===== config.mk =====
export PLATFORM = sky130hd
export DESIGN_NAME = cam_cascade_node
export DESIGN_NICKNAME = d
export VERILOG_FILES = /design/src/rtl/cam_cascade_node.sv
export SDC_FILE = /design/constraint.sdc
export NUM_CORES = 1
export LEC_CHECK = 0
export BUFFER_PORTS_ARGS = -buffer_cell sky130_fd_sc_hd__buf_2
export CAP_MARGIN = 20
export CORE_MARGIN = 1.5
export CORE_UTILIZATION = 36
export DETAILED_ROUTE_END_ITERATION = 8
export PLACE_DENSITY = 0.72
export SYNTH_ARGS = -nofsm -noshare
export SYNTH_HDL_FRONTEND = slang
export SYNTH_SLANG_ARGS = --single-unit
export TNS_END_PERCENT = 100

===== constraint.sdc =====
create_clock -name clk -period 1 [get_ports clk]
set_input_delay 0.2 -clock clk [delete_from_list [all_inputs] [get_ports clk]]
set_output_delay 0.2 -clock clk [all_outputs]
set_load 0.1 [all_outputs]

===== src/rtl/cam_cascade_node.sv =====
module cam_cascade_node #(
  parameter int AW = 4,
  parameter int PW = 2,
  localparam int BW = PW + AW
) (
  input  logic          clk,
  input  logic          rst_n,
  input  logic          cmp_valid,
  input  logic          cs_a_n,
  input  logic          cs_b_n,
  input  logic          devsel_en_n,
  input  logic [PW-1:0] devsel,
  input  logic [PW-1:0] page_id,
  input  logic          last_cfg,
  input  logic          hit_in,
  input  logic [AW-1:0] hit_addr,
  input  logic          multi_in,
  input  logic          full_in,
  input  logic          mi_n,
  input  logic          fi_n,
  input  logic          oe_n,
  output logic          mf_n,
  output logic          ff_n,
  output logic          mm_n,
  output logic          bus_en,
  output logic [BW-1:0] bus_q
);

  logic          sel;
  logic          match_q;
  logic          multi_q;
  logic [AW-1:0] addr_q;
  logic          drive_hit;
  logic          drive_fill;

  assign sel = ~cs_a_n | ~cs_b_n | (~devsel_en_n & (devsel == page_id));

  always_ff @(posedge clk or negedge rst_n) begin
    if (!rst_n) begin
      match_q <= 1'b0;
      multi_q <= 1'b0;
      addr_q  <= '0;
    end else if (cmp_valid) begin
      match_q <= sel & hit_in;
      multi_q <= sel & multi_in;
      if (sel) addr_q <= hit_addr;
    end
  end

  assign drive_hit  = match_q & mi_n & ~oe_n;
  assign drive_fill = last_cfg & ~match_q & mi_n & ~oe_n;

  assign bus_en = drive_hit | drive_fill;
  assign bus_q  = drive_hit  ? {page_id, addr_q} :
                  drive_fill ? {BW{1'b1}} : '0;

  assign mf_n = mi_n & ~match_q;
  assign ff_n = fi_n | ~full_in;
  assign mm_n = ~(multi_q | (match_q & ~mi_n));

endmodule



==> impl_metrics.tcl, run 1 <==
set metrics [dict create \
    port_buffers 30 \
    finalCritPeriodShare_pct 148 \
    worst_setup_path_end_kind "output port" \
    holdPathEnd "multi_q" \
    rows 13 \
    cts_tree "done" \
    ir_drop_mv 0.791 \
    vias_per_cell 5.44 \
    hold_path_depth 2 \
    reg2reg_to "match_q" \
    netSwitchingFraction_pct 43.3 \
    syn_nets 85 \
    place_area_um2 983 \
    htreeDepth 1 \
    n_antenna_cell 0 \
    drt-initial-drc-count 1 \
    grt.total_usage_pct 26.3 \
    crit_fanout 6 \
    failed_checks "negative setup slack" \
    post_drt_wl_per_cell_um 14.2 \
    clk_pin_slew_worst_paths_ps 40 \
    ys_seq_area_share_pct 29.9 \
    power.switching_uw 545 \
    grt_max_degree 10 \
    die_width_um 40.4 \
    p_int_uw 713 \
    pre_cts_slack_ps -290 \
    clk_latency_ps 240 \
    drc 0 \
    ant_nets 0 \
    start_kind "register" \
    worstPathRequired_ps 800 \
    ff2ff_setup_slack_ps -130 \
    antenna_found_initial 0 \
    skew_ps 0 \
    hp-start "multi_in" \
    ys_types 19 \
    worstPathArrival_ps 1280 \
    comb_power_share_pct 57.2 \
    power_frac_seq_pct 25.4 \
    coreArea_mm2 0.00130 \
    clock.fmax_mhz 677 \
    grt_pass1_wl_mm 2.75 \
    status "complete, but fails checks" \
    final_area_mm2 0.00112 \
    setup_viol 14 \
    power-per-cell-area_mw_per_mm2 1120 \
    finalHoldViolations 0 \
    power.total_mw 1.26 \
    rsz0062_at_grt "yes" \
    routed_wl_mm 1.69 \
    hold_class "input port to register" \
    drive_above_1_share_pct 64.4 \
    maxSlewHeadroom_pct 79.1 \
    areaGrowthSynthToFinish_pct 123 \
    netlist_area_um2 503 \
    die_area_mm2 0.00163 \
    ys_seq_elements 6 \
    tightest_slew_ps 313 \
    synthCells 64 \
    fin_nets 127 \
    dr.pass1.iters 2 \
    root_buffer "clkbuf_4" \
    yosysWarnings 0 \
    slew_viol_final 0 \
    path_class "register to output port" \
    reg2regPathDepth 4 \
    timing.max_cap.violations 0 \
    grt.overflow.total 0 \
    setup_ws_ps -477 \
    clkSinkCount 6 \
    fillers 68 \
    initial_utilization_pct 38.7 \
    syn_area_per_cell_um2 7.86 \
    cts_buffer_depth 2 \
    cts-buffers-inserted 3 \
    place_congestion 0.756 \
    pwr-share-clk_pct 17.3 \
    via_count 647 \
    io_pins 31 \
    p_leak_nw 0.456 \
    worstReg2RegStart "match_q" \
    first_global_vias 607 \
    fin_util_pct 86.1 \
    die_y_um 40.4 \
    period_minus_slack_ps 1480 \
]
what timing repair did:
action	4_1_cts	5_1_grt
pin swaps	2	1
endpoints found under the setup margin	14	15
gates resized for setup	13	2
endpoints found under the hold margin	6	0
hold buffers	1	0
buffers inserted	2	1
power groups by stage:
| stage | registers (mW) | clock network (mW) | logic (mW) |
|---|---|---|---|
| after CTS | 0.315 | 0.218 | 0.698 |
| after floorplan | 0.302 | 0 | 0.427 |
| after global routing | 0.323 | 0.234 | 0.759 |
| after detailed placement | 0.319 | 0 | 0.633 |
| final | 0.320 | 0.218 | 0.720 |
| after global placement | 0.318 | 0 | 0.624 |
metrics by stage:
step | setup TNS (ps) | hold WS (ps) | cells
after floorplan | -4190 | -95.6 | 64
after global placement | -2990 | 23.9 | 112
after detailed placement | -3210 | 25.0 | 112
after CTS | -3860 | 183 | 118
after global routing | -4810 | 196 | 119
final | -4300 | 195 | 119
worst max path at each step:
stage | from | endpoint | slack, ps
3_3_place_gp | match_q | bus_q[0] | -260
6_report | match_q | bus_q[1] | -480
4_1_cts | match_q | bus_q[0] | -470
5_1_grt | match_q | bus_q[1] | -510
2_1_floorplan | match_q | bus_q[0] | -530
3_5_place_dp | match_q | bus_q[0] | -290
per-layer routing:
layer  GRT usage (%)  share of wire [%]
met5               0                  0
met1            30.6                 42
met3            3.33                3.0
met2            46.8                 54
met4            12.5                1.1
state kept, by name, indices dropped and copies added, names as in the netlist:
signal and flops:
multi_q 1, addr_q 4, match_q 1
critical path: stages, from the launching register on:
cell      delay (ps)
dfrtp_2          420
nand2b_4         230
a21oi_4          200
buf_12           190
synth_stat cells:
master	n	area [µm²]
a21oi_1	7	35.0
nand2_1	7	26.3
dfrtp_1	6	150
nor2b_1	6	37.5
a221oi_1	4	35.0
and3_1	4	25.0
nand3_1	4	20.0
o21ai_0	4	20.0
or4b_1	4	40.0
and2_1	3	18.8
nand2b_1	3	18.8
nor2_1	3	11.3
a31o_1	2	17.5
xor2_1	2	17.5
and2_0	1	6.26
buf_4	1	7.51
clkbuf_1	1	3.75
inv_1	1	3.75
o311ai_1	1	8.76
cell usage in the layout, fill, tap and decap left out, types with 3 or more instances in the layout:
| cell type | Yosys | final |
|---|---|---|
| buf_2 | 0 | 20 |
| buf_12 | 0 | 10 |
| nand2_1 | 7 | 7 |
| a21oi_4 | 0 | 7 |
| buf_4 | 1 | 7 |
| nor2b_1 | 6 | 6 |
| dfrtp_1 | 6 | 5 |
| and3_4 | 0 | 4 |
| o21ai_0 | 4 | 4 |
| or4b_1 | 4 | 4 |
| a221oi_2 | 0 | 4 |
| nand3_1 | 4 | 4 |
| nor2_4 | 0 | 3 |
| clkbuf_4 | 0 | 3 |
area by class of cell:
cell class	count	area (µm²)	area share, %
tap	15	18.8	1.68
sequential	6	151	13.5
timing repair buffer	39	374	33.4
inverter	1	3.75	0.335
clock buffer	3	22.5	2.01
multi-input combinational	55	549	49.1
cell families (layout without fill, tap and decap cells):
kind of cell	count (synthesis)	in the layout	synth area share (%)
flip-flops	6	6	29.8
AND/OR/NAND/NOR	35	35	40.6
buffers and inverters	3	43	2.98
AO/OA/AOI/OAI	18	18	23.1
XOR/XNOR	2	2	3.48
No activity file was read; power rests on OpenSTA's default activity.
==> run 2: changes to the inputs <==
Settings changed: SKIP_CTS_REPAIR_TIMING set to 1.
==> run 2 against run 1 <==
The run still ends with negative setup slack left. Core utilization fell by 2.0 points. Via count fell by 1.4%. Sequential cell count did not move. Sequential power barely moved. Critical path depth did not move. Clock-buffer cell count did not move. Global-route usage fell by 5.3 points. Clock power barely moved. Final cell count fell by 1.7%. Clock skew did not move. Highest routed layer unchanged.
==> impl_metrics.tcl, run 2 (synthesis results as in run 1) <==
set metrics [dict create \
    worst_setup_path_end_kind "output port" \
    placed_cells_incl_taps 112 \
    setup_ws_ps -484 \
    rsz0062_at_grt "yes" \
    cts-buffers-inserted 3 \
    start_kind "register" \
    setup_viol 14 \
    crit_fanout 6 \
    critPathBufInv 1 \
    grt.overflow.total 0 \
    top_register "addr_q" \
    slew_viol_final 0 \
    drive_above_1_share_pct 62.7 \
    finalHoldViolations 0 \
    pre_cts_slack_ps -290 \
    drc 0 \
    tightest_slew_ps 386 \
    hold_class "input port to register" \
    htreeDepth 1 \
    die_area_mm2 0.00163 \
    die_width_um 40.4 \
    via_count 638 \
    path_class "register to output port" \
    worstPathArrival_ps 1280 \
    grt_pass1_wl_mm 2.30 \
    areaGrowthSynthToFinish_pct 117 \
    path_cells "nand2b_4, a21oi_4, buf_12" \
    vias_per_cell 5.45 \
    root_buffer "clkbuf_4" \
    rows 13 \
    final_cell_count_no_fill 117 \
    drt-initial-drc-count 12 \
    maxSlewHeadroom_pct 73.9 \
    post_drt_wl_per_cell_um 13.6 \
    finalCritPeriodShare_pct 148 \
    port_buffers 30 \
    ir_drop_mv 0.744 \
    skew_ps 0 \
    cts_buffer_depth 2 \
    place_congestion 0.756 \
    io_pins 31 \
    grt.total_usage_pct 21.0 \
    routed_wl_mm 1.59 \
    initial_utilization_pct 38.7 \
    clock.fmax_mhz 674 \
    largest_reg_flops 4 \
    timing.max_cap.violations 0 \
    cp_top_family "flip-flops" \
    coreArea_mm2 0.00130 \
    first_global_vias 569 \
    clkSinkCount 6 \
    clk_latency_ps 240 \
    die_y_um 40.4 \
    antenna_found_initial 0 \
    final_cell_mix "20 x buf_2, 10 x buf_12, 7 x nand2_1, 7 x a21oi_4" \
    n_antenna_cell 0 \
    power.total_mw 1.23 \
    power-per-cell-area_mw_per_mm2 1130 \
    cts_tree "done" \
    status "complete, but fails checks" \
    ant_nets 0 \
    worstPathRequired_ps 800 \
    p_leak_nw 0.445 \
    failed_checks "negative setup slack" \
    slowest_delay_ps 430 \
    dr.pass1.iters 4 \
    top_regs "addr_q: 4 flops, match_q: 1 flops, multi_q: 1 flops" \
    period_minus_slack_ps 1480 \
    hold_ws_ps 184 \
    clk_pin_slew_worst_paths_ps 40 \
    fin_nets 125 \
    final_common_cell "buf_2" \
    grt_max_degree 10 \
    slowest_stage "dfrtp_2" \
]
## run 2: cell count changes in the layout (fill, tap and decap cells not counted)
| cell | delta |
|---|---|
| o311ai_1 | +1 |
| buf_4 | -1 |
| o311ai_2 | -1 |
| buf_6 | -1 |
## run 2: layer usage
metal	track usage (%)	routed length, µm	vias up
li1	-	-	315
met5	0	0	-
met3	0	60	2
met1	26.5	672	296
met4	10.0	18	0
met2	36.9	839	25
## run 2: cell type report
class	count	area, µm²
flip-flops and latches	6	151
clock buffers	3	22.5
inverters	1	3.75
repair buffers	37	355
well taps	15	18.8
fillers	74	208
multi-input cells	55	542
## run 2: per-stage QoR
stage               setup TNS [ps]  util [%]  area (µm²)
floorplan                    -4190         -         652
global placement             -2990      75.6         983
detailed placement           -3210      75.6         983
CTS                          -4660      77.3        1010
global route                 -4800      84.0        1090
finish                       -4100      84.0        1090
## run 2: where the power goes
part	switching (mW)	internal, mW	total (mW)
combinational	0.413	0.283	0.696
sequential	0.0382	0.282	0.320
clock	0.0832	0.135	0.219
total	0.535	0.700	1.23
## run 2: path summary, 6_finish.rpt
| check | from | endpoint | slack (ps) | cells after the start |
|---|---|---|---|---|
| max | match_q | bus_q[4] | -480 | 3 |
| min | multi_in | multi_q | 180 | 2 |
| min in group asynchronous | rst_n | multi_q | 310 | 2 |
| max reg2reg | addr_q[0] | addr_q[0] | -50 | 3 |
| min reg2reg | multi_q | multi_q | 660 | 2 |
| max in group asynchronous | rst_n | match_q | 540 | 2 |
==> run 3: changes to the inputs <==
Settings changed: ABC_AREA set to 1, CORE_AREA set to 2 2 39 41, CORE_MARGIN 1.5 to unset, CORE_UTILIZATION 36 to unset, CTS_CLUSTER_DIAMETER set to 30, DIE_AREA set to 0 0 41 43, PLACE_DENSITY 0.72 to 0.66.
==> run 3 against run 2 <==
Die area grew 8.1%. The run still ends with negative setup slack left. Area after synthesis shrank 21%. Critical path depth grew 1. Highest routed layer unchanged.
==> impl_metrics.tcl, run 3 <==
set metrics [dict create \
    worst_setup_path_end_kind "output port" \
    io_pins 31 \
    ant_nets 0 \
    ys_types 11 \
    pre_cts_slack_ps -296 \
    busiest_layer "met2" \
    synth_top_cell_area_share_pct 37.7 \
    synth_edf_count 0 \
    drt-initial-drc-count 0 \
    power.switching_uw 458 \
    power_frac_seq_pct 26.9 \
    cts-buffers-inserted 3 \
    clk_latency_ps 240 \
    netSwitchingFraction_pct 42.0 \
    power-per-cell-area_mw_per_mm2 1170 \
    rows 14 \
    power.total_mw 1.09 \
    failed_checks "negative setup slack" \
    drive_above_1_share_pct 57.6 \
    worstPathRequired_ps 800 \
    root_buffer "clkbuf_4" \
    syn_nets 80 \
    tightest_slew_ps 225 \
    clk_pin_slew_worst_paths_ps 40 \
    setup_viol 9 \
    timing.max_cap.violations 0 \
    synth_area_leader_cell "dfrtp_1" \
    drc 0 \
    final_cell_count_no_fill 115 \
    grt_use_met1_pct 15.1 \
    finalCritPeriodShare_pct 152 \
    final_cell_mix "20 x buf_2, 17 x nand2_1, 13 x inv_1" \
    clkSinkCount 6 \
    initial_utilization_pct 28.8 \
    dr.pass1.iters 1 \
    slew_viol_final 0 \
    path_class "register to output port" \
    place_area_um2 867 \
    vias_per_cell 4.37 \
    hold_ws_ps 188 \
    pwr-share-clk_pct 19.6 \
    worstPathArrival_ps 1320 \
    final_common_cell "buf_2" \
    setup_ws_ps -516 \
    clock.fmax_mhz 660 \
    period_minus_slack_ps 1520 \
    status "complete, but fails checks" \
    hold_class "input port to register" \
    netlist_top_cells_area "dfrtp_1 38%, nand2_1 18%, inv_1 12%" \
    fin_nets 122 \
    synth_ff_type "dfrtp_1" \
    ys_seq_area_share_pct 37.7 \
    cts_tree "done" \
    die_area_mm2 0.00176 \
    hpwl_mm 1.00 \
    die_y_um 43 \
    htreeDepth 1 \
    die_width_um 41 \
    syn_area_per_cell_um2 6.74 \
    routed_wl_mm 1.14 \
    synthCells 59 \
    grt_pass1_wl_mm 1.79 \
    yosysWarnings 0 \
    yosysMostFrequentCell "nand2_1" \
    slowest_delay_ps 430 \
    skew_ps 0 \
    ir_drop_mv 0.893 \
    p_int_uw 632 \
    top_register "addr_q" \
    p_leak_nw 0.491 \
    final_area_um2 931 \
    n_antenna_cell 0 \
    coreArea_mm2 0.00138 \
    place_congestion 0.635 \
    largest_reg_flops 4 \
    grt_use_met2_pct 26.6 \
    fin_util_pct 67.3 \
    first_global_vias 441 \
    async_flop_share_pct 100 \
    crit_fanout 7 \
    areaGrowthSynthToFinish_pct 134 \
    multi_input_comb_area_um2 305 \
    ys_seq_elements 6 \
    top_regs "addr_q: 4 flops, match_q: 1 flops, multi_q: 1 flops" \
    start_kind "register" \
    finalSetupTns_ps -4300 \
    placed_cells_incl_taps 109 \
    grt.overflow.total 0 \
    yosys-top-cells-count "19 x nand2_1, 13 x inv_1, 8 x nand3_1, 6 x dfrtp_1, 6 x o21ai_0" \
    path_cells "nor2_4, nand3_4, o21ai_4, buf_12" \
    grt.total_usage_pct 15.7 \
    netlist_area_um2 398 \
    cts_buffer_depth 2 \
    antenna_found_initial 0 \
    met3_usage_pct 3.14 \
    port_buffers 30 \
    slowest_stage "dfrtp_2" \
    fillers 118 \
    grt_max_degree 9 \
    seq_area_um2 151 \
    finalHoldViolations 0 \
    comb_power_share_pct 53.6 \
    post_drt_wl_per_cell_um 9.95 \
    via_count 503 \
    rsz0062_at_grt "yes" \
    maxSlewHeadroom_pct 85.0 \
]
==> run 3: logic make-up (layout without fill, tap and decap cells) <==
| kind of cell | after synthesis | after routing | share of synthesized area, % |
|---|---|---|---|
| AOI/OAI and AO/OA | 8 | 8 | 11.0 |
| buffers and inverters | 14 | 54 | 14.2 |
| DFF | 6 | 6 | 37.7 |
| and+or+nand+nor | 31 | 31 | 37.1 |
==> run 3: worst paths after layout <==
check | from | endpoint | slack [ps] | cells after the start
max | match_q | bus_q[2] | -520 | 4
min | hit_addr[3] | addr_q[3] | 190 | 3
max reg2reg | match_q | match_q | 90 | 4
min reg2reg | addr_q[3] | addr_q[3] | 470 | 2
max in group asynchronous | rst_n | match_q | 530 | 2
min in group asynchronous | rst_n | addr_q[3] | 310 | 2
==> run 3: worst max-delay path: cells and delay by family, from the launching register on <==
family / cells / cell delay (ps)
flip-flops: 1 / 430
AND/OR/NAND/NOR: 2 / 320
buffers and inverters: 1 / 190
AO/OA/AOI/OAI: 1 / 140
==> run 3: layout make-up <==
class	instances	share of cell area [%]
Inverter	13	5.24
Timing Repair Buffer	38	41.1
Multi-Input combinational cell	39	32.8
Sequential cell	6	16.3
Tap cell	16	2.15
Clock buffer	3	2.42
==> run 3: layer usage <==
metal	wire [µm]	vias up	share of wire (%)
li1	-	263	-
met1	407	216	36
met2	618	22	54
met3	110	2	9.6
met4	8	0	0.70
met5	0	-	0
==> run 3: power by group through the flow <==
stage	logic [mW]	registers (mW)	clock network [mW]
final	0.584	0.293	0.213
after global routing	0.616	0.296	0.243
after CTS	0.565	0.292	0.224
after detailed placement	0.564	0.295	0
after global placement	0.554	0.291	0
after floorplan	0.347	0.291	0
